===== config.mk =====
export PLATFORM = sky130hd
export DESIGN_NAME = refsch_top
export DESIGN_NICKNAME = d
export VERILOG_FILES = /design/src/rtl/refsch_pkg.sv /design/src/rtl/refsch_pacer.sv /design/src/rtl/refsch_gap.sv /design/src/rtl/refsch_lockout.sv /design/src/rtl/refsch_top.sv
export SDC_FILE = /design/constraint.sdc
export NUM_CORES = 1
export LEC_CHECK = 0
export ABC_AREA = 1
export BUFFER_PORTS_ARGS = -buffer_cell sky130_fd_sc_hd__buf_2
export CORE_MARGIN = 4
export CORE_UTILIZATION = 45
export CTS_CLUSTER_SIZE = 40
export DETAILED_ROUTE_END_ITERATION = 10
export SYNTH_ARGS = -nofsm -noshare
export SYNTH_HDL_FRONTEND = slang
export SYNTH_SLANG_ARGS = --single-unit

===== constraint.sdc =====
create_clock -name clk -period 2.3 [get_ports clk]
set_input_delay 0.46 -clock clk [delete_from_list [all_inputs] [get_ports clk]]
set_output_delay 0.46 -clock clk [all_outputs]
set_load 0.02 [all_outputs]

===== src/rtl/refsch_pkg.sv =====
package refsch_pkg;

  typedef enum logic [2:0] {
    ST_IDLE,
    ST_WAIT_GRANT,
    ST_PREA,
    ST_WAIT_TRP,
    ST_ISSUE_REF,
    ST_WAIT_TRFC,
    ST_RELEASE
  } rs_state_e;

  localparam logic [1:0] OP_NONE = 2'b00;
  localparam logic [1:0] OP_PREA = 2'b01;
  localparam logic [1:0] OP_REF  = 2'b10;

  // Value the lockout timer is loaded with so that busy ends trfc cycles after REFRESH
  function automatic int unsigned lock_load_value(int unsigned trfc);
    return trfc - 2;
  endfunction

  // Precharge-age at which the FSM may move on, so REFRESH lands at age trp
  function automatic int unsigned trp_ready_age(int unsigned trp);
    return (trp > 0) ? trp - 1 : 0;
  endfunction

endpackage


===== src/rtl/refsch_pacer.sv =====
module refsch_pacer #(
  parameter int TREFI    = 1560,
  parameter int MAX_PEND = 8,
  parameter int PW       = $clog2(MAX_PEND + 1)
) (
  input  logic          clk,
  input  logic          rst_n,
  input  logic          consume,
  output logic          tick,
  output logic [PW-1:0] pend,
  output logic          pend_any,
  output logic          pend_full
);
  localparam int CW = $clog2(TREFI);
  localparam logic [CW-1:0] LAST = CW'(TREFI - 1);
  localparam logic [PW-1:0] PMAX = PW'(MAX_PEND);

  logic [CW-1:0] icnt;

  assign tick      = (icnt == LAST);
  assign pend_any  = (pend != '0);
  assign pend_full = (pend == PMAX);

  always_ff @(posedge clk) begin
    if (!rst_n) icnt <= '0;
    else if (tick) icnt <= '0;
    else icnt <= icnt + 1'b1;
  end

  always_ff @(posedge clk) begin
    if (!rst_n) pend <= '0;
    else if (tick && !consume && !pend_full) pend <= pend + 1'b1;
    else if (consume && !tick) pend <= pend - 1'b1;
  end
endmodule


===== src/rtl/refsch_gap.sv =====
module refsch_gap import refsch_pkg::*; #(
  parameter int TRP = 6,
  parameter int GW  = $clog2(TRP + 1)
) (
  input  logic          clk,
  input  logic          rst_n,
  input  logic          pre_evt,
  output logic [GW-1:0] gap,
  output logic          trp_ok
);
  localparam logic [GW-1:0] GMAX  = GW'(TRP);
  localparam logic [GW-1:0] READY = GW'(trp_ready_age(TRP));

  assign trp_ok = (gap >= READY);

  always_ff @(posedge clk) begin
    if (!rst_n) gap <= GMAX;
    else if (pre_evt) gap <= GW'(1);
    else if (gap != GMAX) gap <= gap + 1'b1;
  end
endmodule


===== src/rtl/refsch_lockout.sv =====
module refsch_lockout import refsch_pkg::*; #(
  parameter int TRFC = 88
) (
  input  logic clk,
  input  logic rst_n,
  input  logic load,
  output logic done
);
  localparam int LW = (TRFC > 2) ? $clog2(TRFC) : 1;
  localparam logic [LW-1:0] LOADV = LW'(lock_load_value(TRFC));

  logic [LW-1:0] lcnt;

  assign done = (lcnt == '0);

  always_ff @(posedge clk) begin
    if (!rst_n) lcnt <= '0;
    else if (load) lcnt <= LOADV;
    else if (!done) lcnt <= lcnt - 1'b1;
  end
endmodule


===== src/rtl/refsch_top.sv =====
module refsch_top import refsch_pkg::*; #(
  parameter int TREFI    = 1560,
  parameter int TRP      = 6,
  parameter int TRFC     = 88,
  parameter int MAX_PEND = 8,
  parameter int NBANK    = 8
) (
  input  logic             clk,
  input  logic             rst_n,
  input  logic             grant,
  input  logic [NBANK-1:0] bank_open,
  input  logic             ext_pre,
  output logic             req,
  output logic             busy,
  output logic             urgent,
  output logic             cmd_valid,
  output logic [1:0]       cmd_op
);
  localparam int PW = $clog2(MAX_PEND + 1);
  localparam int GW = $clog2(TRP + 1);

  rs_state_e st, st_nxt;

  logic          tick;
  logic [PW-1:0] pend;
  logic          pend_any, pend_full;
  logic [GW-1:0] gap;
  logic          trp_ok, lock_done;
  logic          pre_fire, ref_fire, pre_evt, any_open;

  assign any_open = |bank_open;
  assign pre_fire = (st == ST_PREA);
  assign ref_fire = (st == ST_ISSUE_REF);
  assign pre_evt  = pre_fire | ext_pre;

  refsch_pacer #(.TREFI(TREFI), .MAX_PEND(MAX_PEND), .PW(PW)) u_pacer (
    .clk(clk), .rst_n(rst_n), .consume(ref_fire), .tick(tick),
    .pend(pend), .pend_any(pend_any), .pend_full(pend_full)
  );

  refsch_gap #(.TRP(TRP), .GW(GW)) u_gap (
    .clk(clk), .rst_n(rst_n), .pre_evt(pre_evt), .gap(gap), .trp_ok(trp_ok)
  );

  refsch_lockout #(.TRFC(TRFC)) u_lock (
    .clk(clk), .rst_n(rst_n), .load(ref_fire), .done(lock_done)
  );

  always_comb begin
    st_nxt = st;
    unique case (st)
      ST_IDLE:       if (pend_any) st_nxt = ST_WAIT_GRANT;
      ST_WAIT_GRANT: if (grant) st_nxt = any_open ? ST_PREA : ST_WAIT_TRP;
      ST_PREA:       st_nxt = ST_WAIT_TRP;
      ST_WAIT_TRP:   if (trp_ok) st_nxt = ST_ISSUE_REF;
      ST_ISSUE_REF:  st_nxt = ST_WAIT_TRFC;
      ST_WAIT_TRFC:  if (lock_done) st_nxt = ST_RELEASE;
      ST_RELEASE:    st_nxt = pend_any ? ST_WAIT_GRANT : ST_IDLE;
      default:       st_nxt = ST_IDLE;
    endcase
  end

  always_ff @(posedge clk) begin
    if (!rst_n) st <= ST_IDLE;
    else st <= st_nxt;
  end

  assign req       = (st == ST_WAIT_GRANT);
  assign busy      = (st == ST_PREA) || (st == ST_WAIT_TRP) ||
                     (st == ST_ISSUE_REF) || (st == ST_WAIT_TRFC);
  assign urgent    = pend_full;
  assign cmd_valid = pre_fire | ref_fire;
  assign cmd_op    = pre_fire ? OP_PREA : (ref_fire ? OP_REF : OP_NONE);

  logic unused_tick;
  assign unused_tick = tick;
endmodule


==> run summary <==
The number of CTS-inserted buffers is 3. The tree is rooted in a sky130_fd_sc_hd__clkbuf_4. For the worst setup path, the data arrival time is 2.30 ns.

The slowest cell on the critical path is sky130_fd_sc_hd__dfxtp_1. The startpoint of the lowest-slack hold path is rst_n. Buffers placed on the I/O ports in this run total 17. TritonCTS built the clock tree.

In this run the mean area of a mapped cell was 7.09 um2. For this design the ratio of total power to cell area is 845 mW/mm2. Counting flops with a built-in enable in the synthesized netlist gives 0. Measured against the total synthesized area, the mux share comes to 0. In the routed design, unresolved DRC markers number 0. The sequential power share is 0.436.

The number of core rows is 21. In this run the worst path has a maximum fanout of 5. The first routing iteration left 80 violations.

The insertion delay to the later sink of the worst-skew pair is 0.32 ns. The per-cell via count in the routed design is 4.84. The post-synth net total is 245. The share of Yosys cell area claimed by the top area cell type came out at 0.353.

The critical path class is reg2reg. Clock-pin slew was measured on the worst setup and hold paths at 0.14 ns. The final count of hold timing violations came to 0.

The number of antenna cells inserted came out at 0. The maximum number of pins on one net before global-route repair is 15. After synthesis, the largest family of logic cells by area is simple AND/OR/NAND/NOR gates. For this block, the routed nets add up to 2.88 mm of wire. For this run, the total global-route usage over all layers was measured as 0.145. After the last flow step, the layout net total stands at 264.

At the end of routability-driven placement, the weighted congestion stood at 0.800. For the finished layout, the period the worst path requires is 2.06 ns. The cell area after technology mapping is 0.00159 mm2. The post-CTS setup buffer count is 0. The worst hold path terminates at u_gap.gap[2].

The origin of the critical flop-to-flop path is u_pacer.icnt[0]. The final worst-path cycle share came out at 0.895. The sink count of the clock tree came out at 28. For the pin with the worst max-slew slack, the measured transition is 0.379 ns. The total number of yosys warnings is 0. The tightest hold path in the finished design has a slack of 0.427 ns. The area fraction in compound gates after synthesis came out at 0.134. The horizontal extent of the die is 67.4 um. On the worst path, the slowest cell contributes a delay of 0.39 ns.

The total area of multi-input combinational cells is 870 um2. STA classifies the critical path startpoint as a flip-flop. The area of the die came out at 0.00455 mm2.

In the synthesized netlist the dominant register cell turns out to be sky130_fd_sc_hd__dfxtp_1. The net switching fraction of the power came out at 0.412. The placeable core region is 0.00336 mm2. The maximum vdd ir drop is 0.321 mV. The routed layout has 1389 vias.

The residual overflow from global routing came out at 0. The signal on the critical path passes through ha_1 > nand2_1 > inv_1 > nand3_1 > nor2_1 > nand2_4 > ha_1 > nand2_1 > inv_1 > o21ai_1 > nand2_1 > o21ai_2 > nand3_1 > nand2_1 > nor2_1. The data required time of the worst path is 2.54 ns.

The setup skew after layout came out at 0.00321 ns. The number of setup violations in the final report came out at 0. The path class of the tightest hold or removal check is in2reg. The max-slew violation total from the final report is 0. The simple-gate share of the synthesized area came out at 0.316.

The initial antenna violation count is 0. Leaving out fill and tap cells, the most frequent cell in the layout is sky130_fd_sc_hd__nand2_1. Of the total synthesized cell area, the portion taken by XOR and XNOR cells is 0.0220. The flow ran to the end, and the final reports show no timing, DRC or antenna violations. The worst max-slew margin expressed relative to the limit came out at 0.746. Counting stages on the worst path, the most repeated cell is sky130_fd_sc_hd__nand2_1. The share of the Yosys chip area taken by registers is 0.353. The max-cap check violation count is 0.

The library cells used most frequently in the layout, excluding fill and tap cells, are sky130_fd_sc_hd__nand2_1 (37), sky130_fd_sc_hd__nor2_1 (33), sky130_fd_sc_hd__inv_1 (32). The number of distinct library cells after synthesis is 37. The layout overhead on the synthesized area came out at 9.29%. The internal power of the cells is 862 uW. The portion of total power attributed to the clock network is 0.136.

The terminus of the critical flop-to-flop path is u_pacer.pend[3]. The initial utilization of the core area, before any placement, comes to 0.472. The fraction of synthesis flops using an asynchronous set or reset pin is 0. The total negative setup slack came out at 0 ns. The gate count after technology mapping came out at 224. The number of global-route vias before repair is 1202. Setup repair after global routing left no endpoint under its margin. The cell count of the worst reg-to-reg path is 15. The adder-cell share of the synthesized area is 0.0756. The worst hold path stage count came out at 2. The worst setup path is captured at a flip-flop. The top achievable clock speed is 486 MHz. The number of routed nets with antenna violations is 0.

By area the synthesized netlist is led by sky130_fd_sc_hd__dfxtp_1 (35%), sky130_fd_sc_hd__nand2_1 (8.7%), sky130_fd_sc_hd__nor2_1 (7.8%). The switching power is 605 uW. The area of all sequential standard cells is 561 um2. The fraction of power consumed by combinational cells came out at 0.427.

The average routed wire per standard cell came out at 10.0 um. The sum of net half-perimeters after detailed placement came out at 2.28 mm. The setup check on the worst reg-to-reg path leaves a slack of 0.24 ns. In this run the number of H-tree levels came out at 1. The first global-routing pass estimated 5.11 mm of wire. The chip height is 67.4 um.

In this run the deepest clock path goes through 2 buffers. The I/O pin count is 18. The number of detailed-route iterations in the first pass is 4. The number of filler instances in the final layout came out at 372. The count of state elements after synthesis came out at 28. Summed over all cells, the static leakage comes to 0.000824 uW. The library cell with the largest summed area after synthesis is sky130_fd_sc_hd__dfxtp_1. Of the cells placed in the final design, the portion with a size suffix greater than 1 is 0.162.
[final cells by class]
cell class                 instances  area share
sequential                        28       0.323
inverter                          37      0.0814
timing repair buffer              17      0.0490
tap                               46      0.0331
clock buffer                       3      0.0130
multi-input combinational        156       0.501
[layer usage]
metal  vias to the layer above  track usage  part of all wire
met3                         2       0.0200             0.018
met4                         0       0.0608            0.0083
met2                         7        0.228              0.45
li1                        754            -                 -
met1                       626        0.198              0.52
met5                         -            0                 0
[cell usage after synthesis, types with 2 or more instances]
master	number
sky130_fd_sc_hd__ha_1	8
sky130_fd_sc_hd__nand3_1	16
sky130_fd_sc_hd__o31ai_1	3
sky130_fd_sc_hd__inv_2	4
sky130_fd_sc_hd__o21ai_0	10
sky130_fd_sc_hd__dfxtp_1	28
sky130_fd_sc_hd__or2_0	2
sky130_fd_sc_hd__nor2_2	4
sky130_fd_sc_hd__a31oi_1	2
sky130_fd_sc_hd__xnor2_1	2
sky130_fd_sc_hd__buf_2	2
sky130_fd_sc_hd__nor3_1	3
sky130_fd_sc_hd__inv_1	32
sky130_fd_sc_hd__a21oi_1	14
sky130_fd_sc_hd__nand2_1	37
sky130_fd_sc_hd__xor2_1	2
sky130_fd_sc_hd__nor2_1	33
sky130_fd_sc_hd__nand2_4	3
[worst max path at each step]
stage                                from               to  slack, ns
final                     u_pacer.icnt[0]  u_pacer.pend[3]       0.24
after global routing      u_pacer.icnt[0]  u_pacer.pend[3]       0.03
after CTS                 u_pacer.icnt[0]  u_pacer.pend[3]       0.18
after detailed placement  u_pacer.icnt[0]  u_pacer.pend[3]       0.22
after global placement    u_pacer.icnt[0]  u_pacer.pend[3]       0.26
after floorplan           u_pacer.icnt[0]  u_pacer.pend[3]       0.34
[flip-flops by register name, summed over array words and instances (netlist names)]
register,cells
u_lock.lcnt,7
u_pacer.pend,4
u_gap.gap,3
u_pacer.icnt,11
st,3
[repair_timing]
| action | CTS | global route |
|---|---|---|
| setup endpoints to repair | 0 | 1 |
| resized for setup | 0 | 1 |
| hold buffers | 0 | 0 |
[kinds of logic after synthesis]
| logic type | after synthesis |
|---|---|
| AND/OR/NAND/NOR | 107 |
| flip-flops | 28 |
| AO/OA/AOI/OAI | 36 |
| buffers and inverters | 40 |
| adder cells (fa/ha/maj) | 9 |
| XOR/XNOR | 4 |
[metrics by stage]
| step | power, uW | setup slack (ns) | utilization | area [um2] | std cells |
|---|---|---|---|---|---|
| global placement | 1280 | 0.261 | 0.510 | 1710 | 284 |
| CTS | 1480 | 0.177 | 0.516 | 1740 | 287 |
| global route | 1620 | 0.0305 | 0.516 | 1740 | 287 |
| detailed placement | 1280 | 0.217 | 0.510 | 1710 | 284 |
| floorplan | 1150 | 0.342 | - | 1590 | 224 |
| finish | 1470 | 0.242 | 0.516 | 1740 | 287 |
[power by group through the flow]
stage	Combinational, uW	Sequential [uW]	Clock [uW]
floorplan	512	638	0
global placement	626	653	0
detailed placement	626	652	0
CTS	631	641	211
global route	733	656	228
finish	627	640	200
[critical path: cells and delay by family (launching register included)]
family	cells	cell delay, ns
and+or+nand+nor	9	0.72
adders and majority gates	2	0.48
buffers and inverters	2	0.08
AOI/OAI and AO/OA	2	0.30
DFF	1	0.39
(Power assumes the default switching activity.)
